<file path="src/rtl/stp_pkg.sv">
package stp_pkg;
   typedef enum logic [1:0] {
      ST_IDLE = 2'd0,
      ST_HIGH = 2'd1,
      ST_LOW  = 2'd2
   } stp_state_e;
endpackage

</file>
<file path="src/rtl/stp_tick.sv">
module stp_tick #(
   parameter int CLK_PER_TICK = 1000
) (
   input  logic clk,
   input  logic rst_n,
   input  logic clr_i,
   output logic tick_o
);
   localparam int PC_W = (CLK_PER_TICK > 1) ? $clog2(CLK_PER_TICK) : 1;
   localparam logic [PC_W-1:0] LAST = PC_W'(CLK_PER_TICK - 1);

   logic [PC_W-1:0] pc_q;

   assign tick_o = (pc_q == LAST);

   always_ff @(posedge clk) begin
      if (!rst_n || clr_i || tick_o) pc_q <= '0;
      else                           pc_q <= pc_q + 1'b1;
   end
endmodule

</file>
<file path="src/rtl/stp_seq.sv">
module stp_seq
   import stp_pkg::*;
#(
   parameter int CNT_W  = 16,
   parameter int TIME_W = 8
) (
   input  logic              clk,
   input  logic              rst_n,
   input  logic              tick_i,
   input  logic              start_i,
   input  logic [CNT_W-1:0]  steps_i,
   input  logic              ccw_i,
   input  logic              enh_i,
   input  logic              abort_i,
   input  logic [TIME_W-1:0] width_i,
   input  logic [TIME_W-1:0] delay_i,
   output logic              tick_clr_o,
   output logic              step_o,
   output logic              busy_o,
   output logic              ccw_o,
   output logic              enh_o
);
   stp_state_e        st_q;
   logic [CNT_W-1:0]  left_q;
   logic [TIME_W-1:0] tcnt_q, w_q, d_q;
   logic [TIME_W-1:0] w_last, d_last;
   logic              accept;

   assign accept     = (st_q == ST_IDLE) && start_i && !abort_i && (steps_i != '0);
   assign tick_clr_o = accept;
   assign w_last     = (w_q == '0) ? '0 : w_q - 1'b1;
   assign d_last     = (d_q == '0) ? '0 : d_q - 1'b1;
   assign step_o     = (st_q == ST_HIGH);
   assign busy_o     = (st_q != ST_IDLE);
   assign ccw_o      = ccw_q;
   assign enh_o      = enh_q;

   logic ccw_q, enh_q;

   always_ff @(posedge clk) begin
      if (!rst_n) begin
         st_q   <= ST_IDLE;
         left_q <= '0;
         tcnt_q <= '0;
         w_q    <= '0;
         d_q    <= '0;
         ccw_q  <= 1'b0;
         enh_q  <= 1'b0;
      end else if (abort_i) begin
         st_q   <= ST_IDLE;
         tcnt_q <= '0;
      end else begin
         unique case (st_q)
            ST_IDLE: if (accept) begin
               st_q   <= ST_HIGH;
               left_q <= steps_i;
               tcnt_q <= '0;
               w_q    <= width_i;
               d_q    <= delay_i;
               ccw_q  <= ccw_i;
               enh_q  <= enh_i;
            end
            ST_HIGH: if (tick_i) begin
               if (tcnt_q == w_last) begin
                  tcnt_q <= '0;
                  left_q <= left_q - 1'b1;
                  st_q   <= (left_q == CNT_W'(1)) ? ST_IDLE : ST_LOW;
               end else begin
                  tcnt_q <= tcnt_q + 1'b1;
               end
            end
            ST_LOW: if (tick_i) begin
               if (tcnt_q == d_last) begin
                  tcnt_q <= '0;
                  st_q   <= ST_HIGH;
               end else begin
                  tcnt_q <= tcnt_q + 1'b1;
               end
            end
            default: st_q <= ST_IDLE;
         endcase
      end
   end
endmodule

</file>
<file path="src/rtl/stp_endstop.sv">
module stp_endstop #(
   parameter int SYNC_STAGES = 2
) (
   input  logic clk,
   input  logic rst_n,
   input  logic raw_i,
   input  logic act_low_i,
   input  logic en_i,
   input  logic rd_i,
   output logic lvl_o,
   output logic seen_o
);
   logic synced;
   logic prev_q, seen_q, rise;

   if (SYNC_STAGES == 0) begin : g_nosync
      assign synced = raw_i;
   end else begin : g_sync
      logic [SYNC_STAGES-1:0] sh_q;
      always_ff @(posedge clk) begin
         if (!rst_n) sh_q <= '0;
         else        sh_q <= {sh_q[SYNC_STAGES-2 >= 0 ? SYNC_STAGES-2 : 0 : 0], raw_i};
      end
      if (SYNC_STAGES == 1) begin : g_one
         assign synced = sh_q[0];
      end else begin : g_many
         assign synced = sh_q[SYNC_STAGES-1];
      end
   end

   assign lvl_o  = en_i & (synced ^ act_low_i);
   assign rise   = lvl_o & ~prev_q;
   assign seen_o = seen_q;

   always_ff @(posedge clk) begin
      if (!rst_n) begin
         prev_q <= 1'b0;
         seen_q <= 1'b0;
      end else begin
         prev_q <= lvl_o;
         seen_q <= rise | (seen_q & ~rd_i);
      end
   end
endmodule

</file>
<file path="src/rtl/stp_sequencer.sv">
module stp_sequencer #(
   parameter int CLK_PER_TICK = 1000,
   parameter int CNT_W        = 16,
   parameter int TIME_W       = 8,
   parameter int SYNC_STAGES  = 2
) (
   input  logic              clk,
   input  logic              rst_n,
   input  logic              start_i,
   input  logic [CNT_W-1:0]  start_steps_i,
   input  logic              start_ccw_i,
   input  logic              abort_i,
   input  logic              mode_enh_i,
   input  logic [TIME_W-1:0] width_i,
   input  logic [TIME_W-1:0] delay_i,
   input  logic              es_cw_i,
   input  logic              es_ccw_i,
   input  logic              es_act_low_i,
   input  logic              es_en_i,
   input  logic              stat_rd_i,
   output logic              pulse_o,
   output logic              dir_o,
   output logic              busy_o,
   output logic              es_cw_lvl_o,
   output logic              es_ccw_lvl_o,
   output logic              es_cw_seen_o,
   output logic              es_ccw_seen_o
);
   localparam int N_ES = 2;

   if (CLK_PER_TICK < 1) begin : g_bad_tick
      $error("CLK_PER_TICK must be at least 1");
   end
   if (CNT_W < 1 || TIME_W < 1) begin : g_bad_width
      $error("CNT_W and TIME_W must be at least 1");
   end
   if (SYNC_STAGES < 0) begin : g_bad_sync
      $error("SYNC_STAGES must not be negative");
   end

   logic tick, tick_clr, step, ccw, enh;

   stp_tick #(.CLK_PER_TICK(CLK_PER_TICK)) tick_i (
      .clk(clk), .rst_n(rst_n), .clr_i(tick_clr), .tick_o(tick)
   );

   stp_seq #(.CNT_W(CNT_W), .TIME_W(TIME_W)) seq_i (
      .clk(clk), .rst_n(rst_n), .tick_i(tick),
      .start_i(start_i), .steps_i(start_steps_i), .ccw_i(start_ccw_i),
      .enh_i(mode_enh_i), .abort_i(abort_i),
      .width_i(width_i), .delay_i(delay_i),
      .tick_clr_o(tick_clr), .step_o(step), .busy_o(busy_o),
      .ccw_o(ccw), .enh_o(enh)
   );

   always_comb begin
      if (!busy_o) begin
         pulse_o = 1'b0;
         dir_o   = 1'b0;
      end else if (enh) begin
         pulse_o = step & ~ccw;
         dir_o   = step & ccw;
      end else begin
         pulse_o = step;
         dir_o   = ccw;
      end
   end

   logic [N_ES-1:0] es_raw, es_lvl, es_seen;
   assign es_raw = {es_ccw_i, es_cw_i};

   for (genvar g = 0; g < N_ES; g++) begin : g_es
      stp_endstop #(.SYNC_STAGES(SYNC_STAGES)) es_i (
         .clk(clk), .rst_n(rst_n), .raw_i(es_raw[g]),
         .act_low_i(es_act_low_i), .en_i(es_en_i), .rd_i(stat_rd_i),
         .lvl_o(es_lvl[g]), .seen_o(es_seen[g])
      );
   end

   assign es_cw_lvl_o   = es_lvl[0];
   assign es_ccw_lvl_o  = es_lvl[1];
   assign es_cw_seen_o  = es_seen[0];
   assign es_ccw_seen_o = es_seen[1];
endmodule

</file>
<file path="config.mk">
export PLATFORM = sky130hd
export DESIGN_NAME = stp_sequencer
export DESIGN_NICKNAME = d
export VERILOG_FILES = /design/src/rtl/stp_pkg.sv /design/src/rtl/stp_tick.sv /design/src/rtl/stp_seq.sv /design/src/rtl/stp_endstop.sv /design/src/rtl/stp_sequencer.sv
export SDC_FILE = /design/constraint.sdc
export NUM_CORES = 1
export LEC_CHECK = 0
export BUFFER_PORTS_ARGS = -buffer_cell sky130_fd_sc_hd__buf_2
export CORE_MARGIN = 2
export CORE_UTILIZATION = 50
export DETAILED_ROUTE_END_ITERATION = 8
export PLACE_DENSITY = 0.79
export SLEW_MARGIN = 20
export SYNTH_ARGS = -nofsm -noshare
export SYNTH_HDL_FRONTEND = slang
export SYNTH_SLANG_ARGS = --single-unit
</file>
<file path="constraint.sdc">
create_clock -name clk -period 3.52 [get_ports clk]
set_clock_uncertainty 0.05 [all_clocks]
set_input_delay 0.704 -clock clk [delete_from_list [all_inputs] [get_ports clk]]
set_output_delay 0.704 -clock clk [all_outputs]
set_load 0.05 [all_outputs]
</file>
# Word level (Yosys, flattened, before mapping)
# Index checks and enable logic that the tools add are counted.
[totals] register_bits=62 latch_bits=0 mem_bits_rw=0 romBits=0 inputBits=43 out_inout_bits=7 wordCells=90 mem_count=0
[classes] add_sub_neg=5 multipliers=0 div_mod_pow=0 order_cmp=0 eq_ne=11 n_shift=0 n_mux=23 bitwise=18 reduce_logical=19
[op_table] operator="$mux W8" n=7
[op_table] operator="$mux W16" n=3
[op_table] operator="$pmux W16 S2" n=1
[op_table] operator="$pmux W8 S3" n=1
[op_table] operator="$eq A16 B1 Y1 const B" n=1
[op_table] operator="$eq A8 B8 Y1" n=2
[op_table] operator="$logic_not A8 Y1" n=2
[op_table] operator="$reduce_bool A16 Y1" n=1
[op_table] operator="$sub A16 B1 Y16 const B" n=1
[op_table] operator="$sub A8 B1 Y8 const B" n=2
[op_table] operator="$mux W2" n=6
[op_table] operator="$add A10 B1 Y10 const B" n=1
[op_table] operator="$eq A10 B10 Y1 const B" n=1
[op_table] operator="$reduce_and A5 Y1" n=2
[op_table] operator="$add A8 B1 Y8 const B" n=1
[op_table] operator="$and A1 B1 Y1" n=8
[op_table] operator="$ne A2 B1 Y1 const B" n=3
[op_table] operator="$not A1 Y1" n=6
[op_table] operator="$pmux W2 S3" n=1
[op_table] operator="$mux W1" n=4
[op_table] operator="$ne A2 B2 Y1 const B" n=2
[op_table] operator="$reduce_and A4 Y1" n=1
[op_table] operator="$reduce_bool A2 Y1" n=2
[op_table] operator="$logic_and A1 B1 Y1" n=3
[op_table] operator="10 further kinds" n=14

# Logic depth before layout (Yosys ltp)
# Gate-level depths: netlist of run 1.
[logic_depth] word_depth=6 depth_mapped=13 depth_no_buf=9

# By module
# Synthesis of run 1 repeated with hierarchy kept, for this count alone.
[hier_totals] cells_unflattened=487 hier_area_um2=3857.4
[modules_own_cells] module="stp_seq" n_inst=1 cells_each=408 area_per_inst_um2=3093.0 seq_area_each_um2=880.8
[modules_own_cells] module="stp_tick" n_inst=1 cells_each=50 area_per_inst_um2=465.4 seq_area_each_um2=200.2
[modules_own_cells] module="stp_endstop" n_inst=2 cells_each=12 area_per_inst_um2=138.9 seq_area_each_um2=80.1
[modules_own_cells] module="stp_sequencer" n_inst=1 cells_each=5 area_per_inst_um2=21.3 seq_area_each_um2=0.0

# Least setup slack after synthesis of run 1
# OpenSTA, ideal clock, no wires.
[synth_timing] path_type="register -> output" from="register seq_i.st_q[1]" to="output dir_o" arrival_ps=2323 t_required_ps=2766 slack_ps=443 stages_incl_launch_ff=7 path_buffers=2 cell_sequence="dfxtp_1 inv_1 ha_1 inv_1 clkbuf_1 buf_1 a211oi_1"
[synth_via] elab_chain_cells=4 word_cells_on_any_way=5 classes_between="eq/ne: 1; mux: 2; bitwise: 1; reduce/logical: 1"
[synth_lines] element="start: declaration" line_no="stp_seq.sv:23" rtl="stp_state_e st_q;"
[synth_lines] element="start signal: assignment" line_no="stp_seq.sv:67" rtl="st_q <= (left_q == CNT_W'(1)) ? ST_IDLE : ST_LOW;"
[synth_lines] element="$eq A2 B1 Y1" line_no="stp_seq.sv:33" rtl="assign step_o = (st_q == ST_HIGH);"
[synth_lines] element="$and A1 B1 Y1" line_no="stp_sequencer.sv:62" rtl="dir_o = step & ccw;"
[synth_lines] element="$mux W1" line_no="stp_sequencer.sv:60" rtl="end else if (enh) begin"
[synth_lines] element="$mux W1 (*)" line_no="stp_sequencer.sv:57" rtl="if (!busy_o) begin"
[synth_lines] element="end: declaration" line_no="stp_sequencer.sv:22" rtl="output logic dir_o,"
# Mark *: on every way between the ends. The rest lies on a longest branch, timed or not.

# Worst setup path after layout of run 1
[layout_timing] from="register seq_i.d_q[0]" to="register seq_i.tcnt_q[3]"
[layout_via] elab_chain_cells=6 word_cells_on_any_way=7 classes_between="add/sub: 1; eq/ne: 1; mux: 4; reduce/logical: 1"
[layout_lines] element="start: declaration" line_no="stp_seq.sv:25" rtl="logic [TIME_W-1:0] tcnt_q, w_q, d_q;"
[layout_lines] element="start signal: assignment" line_no="stp_seq.sv:59" rtl="d_q <= delay_i;"
[layout_lines] element="$sub A8 B1 Y8 or $logic_not A8 Y1 (tied branches)" line_no="stp_seq.sv:32" rtl="assign d_last = (d_q == '0) ? '0 : d_q - 1'b1;"
[layout_lines] element="$mux W8 (*)" line_no="stp_seq.sv:32"
[layout_lines] element="$eq A8 B8 Y1 (*)" line_no="stp_seq.sv:73" rtl="if (tcnt_q == d_last) begin"
[layout_lines] element="$mux W8 (*)" line_no="stp_seq.sv:73"
[layout_lines] element="$mux W8 (*)" line_no="stp_seq.sv:72" rtl="ST_LOW: if (tick_i) begin"
[layout_lines] element="$pmux W8 S3 (*)" line_no="stp_seq.sv:53" rtl="unique case (st_q)"
[layout_lines] element="end signal: assignment" line_no="stp_seq.sv:69" rtl="tcnt_q <= tcnt_q + 1'b1;"
[layout_lines] element="end signal: assignment" line_no="stp_seq.sv:77" rtl="tcnt_q <= tcnt_q + 1'b1;"
[layout_lines] element="end: declaration" line_no="stp_seq.sv:25"
# Mark *: on every way between the ends. The rest lies on a longest branch, timed or not. The select of a mux whose other input is x is not followed.
# A chain may end at the register's enable or synchronous reset.

==> results.md, run 1 <==
* Period utilization at 88.1%
* Hold WC Path Type: flop to flop
* Final Hold Vio Count at 0
* WS Path Type: flop to flop
* DRC at 0
* Area growth from synthesis to layout at 11.4%
* Most common cell after layout, fill and taps aside: nor2_1
* Port Buffers at between 40 and 50
* Yosys warnings at 0
* Top sig layer: met4
* Lkg Pwr at roughly 1.8 nW
* Worst-margin pin slew at approximately 0.69 ns
* Fin Setup TNS at 0 ns
* Core area at 7290 um2
* Vias in the first global route at 3,202
* Most common cell on crit path: o21ai_0
* DRT antenna net count at 0
* Final min period at 3.10 ns
* Fin Hold WS at ~0.39 ns
* Synth top area cells: dfxtp_1 33%, mux2i_1 6.6%, nor2_1 6.5%
* Chip Width at 91.0 um
* Wirelength per Cell at ~14 um
* Num rows at 31
* Gate count after technology mapping at 474
* CP Cell Sequence: inv_1 > ha_1 > or4b_2 > o21ai_0 > and3b_1 > o221ai_1 > o41a_1 > o21ai_0 > o21ai_0
* Clock slew at reported path FFs at about 0.070 ns
* Top cell type's share of synthesized area at approximately 33%
* CTS tree: built
* First drt pass iteration count at 5
* Via count at between 3,000 and 4,000
* Met3 routed WL at 504 um
* Worst setup SP type: flop
* Post-synth ARST share at 0%
* Clock Path Buffers at 2
* Setup-failing EPs final at 0
* Cell taking the most area after synthesis: dfxtp_1
* GRT Total Usage at 21.4%
* Post-Route WL at 8.75 mm
* Top_reg_cell synth: dfxtp_1
* Syn Nets at roughly 530
* Initial antenna violation count at 0
* Power Density at roughly 400 nW/um2
* Initial core utilization at between 50% and 60%
* RSZ-0062 raised after global routing: no
* Post-DP HPWL at about 6.2 mm
* GP Congestion at a little under 0.9
* Avg Cell Area, Syn at 7.98 um2
* Achievable frequency at around 0.32 GHz
* Diode count at 0
* Register bit total from synthesis at between 60 and 70
* Max Cap Violations at 0
* Crit Path Max Fanout at 8
* Worst Path Required at 3.67 ns
* Vias/cell at slightly below 6
* Met1 WL at around 4.1 mm
* VDD IR-drop max at approximately 0.23 mV
* Register area share after synthesis at roughly 33%
* Max_slew headroom at a little over half
* Number of synthesized flops with an enable pin at 0
* GR Overflow Total at 0
* Status: finished clean
* Die H at around 91 um
* Post-synthesis cell type count at 59
* CTS root buf: clkbuf_8
* Sink Count at between 60 and 70
* Pwr Total at 0.00168 W
* Metal2 WL at 3.95 mm
* TritonCTS Buffers at 9
* First DRT Iteration DRCs at 197
* Largest net degree at the start of global routing at 30
* Placed cell count at about 600
* Share of layout cells above drive strength 1 at approximately 16%
* First-pass GRT wire length at 14.6 mm
* Post-route non-filler standard cell count at a little over 600
* Netlist Area Pre-Place at ~3800 um2
* Slowest cell on the critical path: or4b_2
* Worst skew pair latency at roughly 0.34 ns
* Max Slew Vio Count at 0
* Num ports at 50
* H-Tree Depth at 3
* Max incr delay on CP at ~0.67 ns
* Final #Nets at 560
* CTS Hold Bufs at 0
* Most frequent cells in the layout: 65 x nor2_1, 62 x dfxtp_1, 49 x buf_2, 43 x nand2_1, 25 x mux2i_1
* CP arrival at 3.25 ns
* Die area at 8280 um2
* Setup crit end kind: flop
## layer usage
layer / track usage (%) / vias up
met3: 4.23 / 13
met5: 0 / -
li1: - / 1765
met2: 33.1 / 111
met1: 28.7 / 1661
met4: 9.72 / 0
## kinds of logic (layout without fill, tap and decap cells)
group	Yosys count	count (layout)	synth area share, %
mux	25	25	6.62
buf+inv	54	91	6.09
simple gates	195	195	25.8
xor+xnor	25	25	5.79
fa+ha+maj	10	10	3.31
flops	62	62	32.8
compound gates	103	103	19.6
## final timing paths
path                                                   from                          end  slack [ns]  cells past startpoint
worst min-delay path            g_es[0].es_i.g_sync.sh_q[0]  g_es[0].es_i.g_sync.sh_q[1]        0.39                      1
worst min register to register  g_es[0].es_i.g_sync.sh_q[0]  g_es[0].es_i.g_sync.sh_q[1]        0.39                      1
worst max-delay path                           seq_i.d_q[0]              seq_i.tcnt_q[3]        0.42                      9
worst max register to register                 seq_i.d_q[0]              seq_i.tcnt_q[3]        0.42                      9
## power breakdown
group | switching (W) | total [W] | internal [W]
logic | 0.000230 | 0.000391 | 0.000161
clock network | 0.000273 | 0.000520 | 0.000246
registers | 0.0000347 | 0.000767 | 0.000733
total | 0.000538 | 0.00168 | 0.00114
## state kept, by name, summed over array words and instances (netlist names)
register	flops
g_es.es_i.g_sync.sh_q	4
g_es.es_i.prev_q	2
g_es.es_i.seen_o	2
seq_i.ccw_o	1
seq_i.d_q	8
seq_i.enh_o	1
seq_i.left_q	16
seq_i.st_q	2
seq_i.tcnt_q	8
seq_i.w_q	8
tick_i.pc_q	10
## timing repair
item,in CTS,in global routing
endpoints found under the setup margin,0,9
resized for setup,0,2
buffers inserted,0,0
## cell usage after synthesis, types with 2 or more instances
cell	number
a21o_1	2
nand4_1	2
nand3_1	8
nor4_1	13
dfxtp_1	62
a211oi_1	6
o31a_1	2
o31ai_1	10
a22oi_1	3
o221ai_1	6
nand3b_1	2
nand2_1	43
xor2_1	9
buf_2	3
nor3_1	13
and3_1	7
and2_1	7
buf_1	4
a31oi_1	2
nor2b_1	7
xnor2_1	16
or4_4	2
a221oi_1	2
o21ai_0	24
nor3b_1	3
o211ai_1	11
or3_1	8
inv_1	20
nand4b_1	3
a21oi_1	12
buf_6	3
o311ai_0	6
o41ai_1	2
ha_1	10
o21a_1	3
nor2_1	65
and4_1	2
nand2b_1	4
mux2i_1	25
clkbuf_1	23
## critical path, delay by kind of cell (launching register included)
kind,cells,cell delay (ns)
flops,1,0.39
buf+inv,1,0.10
fa+ha+maj,1,0.25
compound gates,5,1.29
simple gates,2,0.88
## stage by stage
stage | area [um2] | worst slack [ns] | util (%)
finish | 4210 | 0.420 | 57.8
global route | 4210 | 0.0987 | 57.8
CTS | 4200 | 0.206 | 57.7
detailed placement | 4050 | 0.216 | 55.5
global placement | 4050 | 0.308 | 55.5
floorplan | 3780 | 0.443 | -
## cell type report
cell class / count / area, um2
Sequential cell: 62 / 1240
Multi-Input combinational cell: 358 / 2320
Inverter: 20 / 75.1
Fill cell: 685 / 3080
Clock inverter: 5 / 27.5
Tap cell: 99 / 124
Clock buffer: 10 / 128
Timing Repair Buffer: 56 / 298
Note: power is estimated with default switching activity, not from simulation.
==> run 2: changes to the inputs <==
CORE_UTILIZATION = 58   (was 50)
PLACE_DENSITY = 0.88   (was 0.79)
==> results.md, run 2 (synthesized netlist as in run 1, its figures left out) <==
* Worst reg2reg path depth at 10
* Wirelength per Cell at approximately 16 um
* Area growth from synthesis to layout at 11.2%
* Worst Path Required at roughly 3.7 ns
* Vias/cell at just over 6
* Max_slew headroom at 50.9%
* Share of layout cells above drive strength 1 at 15.3%
* FF-to-FF End: seq_i.left_q[8]
* Sink Count at 62
* GRT Total Usage at 26.5%
* DRC at 0
* Crit Path Max Fanout at 16
* First drt pass iteration count at 4
* CTS tree: built
* CTS root buf: clkbuf_8
* Via count at roughly 3,600
* Setup crit end kind: flop
* Final min period at 3.17 ns
* Clock slew at reported path FFs at 0.07 ns
* Max Cap Violations at 0
* Worst Setup SP: seq_i.w_q[0]
* Die area at ~7200 um2
* Most common cell after layout, fill and taps aside: nor2_1
* Finished Core Util at roughly 67%
* First-pass GRT wire length at about 16 mm
* Most frequent cells in the layout: 65 x nor2_1, 62 x dfxtp_1, 49 x buf_2, 43 x nand2_1, 25 x mux2i_1
* R2r setup slk at roughly 0.35 ns
* Max reg flops at 16
* DP Area at between 4000 and 5000 um2
* Post-Route WL at 9.29 mm
* First DRT Iteration DRCs at between 200 and 250
* Setup-failing EPs final at 0
* Core area at 6310 um2
* Achievable frequency at between 0.3 and 0.4 GHz
* Multi-input gate area at roughly 2300 um2
* Num rows at 29
* CP arrival at 3.34 ns
* GP Congestion at 0.890
* DRT antenna net count at 0
* Hold EP: g_es[0].es_i.g_sync.sh_q[1]
* Clock Path Buffers at 2
* Period utilization at between 90% and 100%
* Post-route cell area at around 4200 um2
* H-Tree Depth at 3
* Worst-margin pin slew at 0.737 ns
* Worst setup SP type: flop
* Register area at ~1200 um2
* Placed cell count at approximately 570
* Initial antenna violation count at 0
* Status: finished clean
* Post-DP HPWL at between 6 and 7 mm
* Chip Width at 84.8 um
* Lkg Pwr at approximately 1.8 nW
* RSZ-0062 raised after global routing: no
* Num ports at 50
* Fin Setup TNS at 0 ns
* WS Path Type: flop to flop
* Reg2reg start: seq_i.w_q[0]
* Die H at approximately 85 um
* Initial core utilization at 59.9%
* Power Density at about 420 nW/um2
* Pwr Total at 0.00176 W
* Vias in the first global route at between 3,000 and 4,000
* Hold WC Path Type: flop to flop
* Largest net degree at the start of global routing at 30
* Largest regs: seq_i.left_q: 16 flops, tick_i.pc_q: 10 flops
* Fill cells at about 540
* Worst skew pair latency at 0.35 ns
* Port Buffers at between 40 and 50
* Biggest register: seq_i.left_q
* Final #Nets at between 500 and 600
* Diode count at 0
* Hold path cells at 1
* GR Overflow Total at 0
* Final Hold Vio Count at 0
* Post-route non-filler standard cell count at between 500 and 600
* VDD IR-drop max at roughly 0.26 mV
* Max Slew Vio Count at 0
* Hold Path Origin: g_es[0].es_i.g_sync.sh_q[0]
* TritonCTS Buffers at 9
run 2: metrics by stage:
step	setup WS [ns]	hold WS, ns
2_1_floorplan	0.443	0.362
3_3_place_gp	0.320	0.363
3_5_place_dp	0.214	0.375
4_1_cts	0.201	0.392
5_1_grt	0.0695	0.412
6_report	0.351	0.389
run 2: worst max-delay path by stage:
stage,endpoint,slack [ns],cells past startpoint
2_1_floorplan,dir_o,0.44,6
3_3_place_gp,seq_i.left_q[14],0.32,9
3_5_place_dp,seq_i.left_q[2],0.21,9
4_1_cts,seq_i.left_q[14],0.20,9
5_1_grt,seq_i.left_q[3],0.07,10
6_report,seq_i.left_q[8],0.35,10
run 2: what timing repair did:
item | in CTS | in global routing
hold buffers | 0 | 0
gates resized for setup | 0 | 2
buffers inserted | 0 | 0
endpoints found under the setup margin | 0 | 8
run 2: metal layers:
| layer | global-route usage [%] | share of wire, % |
|---|---|---|
| met4 | 12.8 | 2.2 |
| met2 | 42.9 | 48 |
| met1 | 33.5 | 44 |
| met5 | 0 | 0 |
| met3 | 5.90 | 6.1 |
run 2: worst max-delay path, stage by stage (launching register included):
cell	delay, ns
dfxtp_1	0.39
inv_1	0.09
ha_1	0.33
nor3b_4	0.36
nand2_1	0.11
or3_1	0.32
a221oi_1	0.47
a41oi_4	0.17
buf_4	0.24
o311ai_0	0.39
o31ai_1	0.13
run 2: final cells by class:
type | count | area share (%)
Multi-Input combinational cell | 358 | 55.2
Sequential cell | 62 | 29.5
Timing Repair Buffer | 55 | 6.90
Clock buffer | 12 | 3.21
Tap cell | 77 | 2.29
Inverter | 20 | 1.79
Clock inverter | 4 | 1.13
run 2: power by group:
group | total (W) | switching (W) | internal, W
sequential | 0.000768 | 0.0000358 | 0.000733
combinational | 0.000397 | 0.000236 | 0.000161
clock | 0.000598 | 0.000273 | 0.000325
total | 0.00176 | 0.000545 | 0.00122
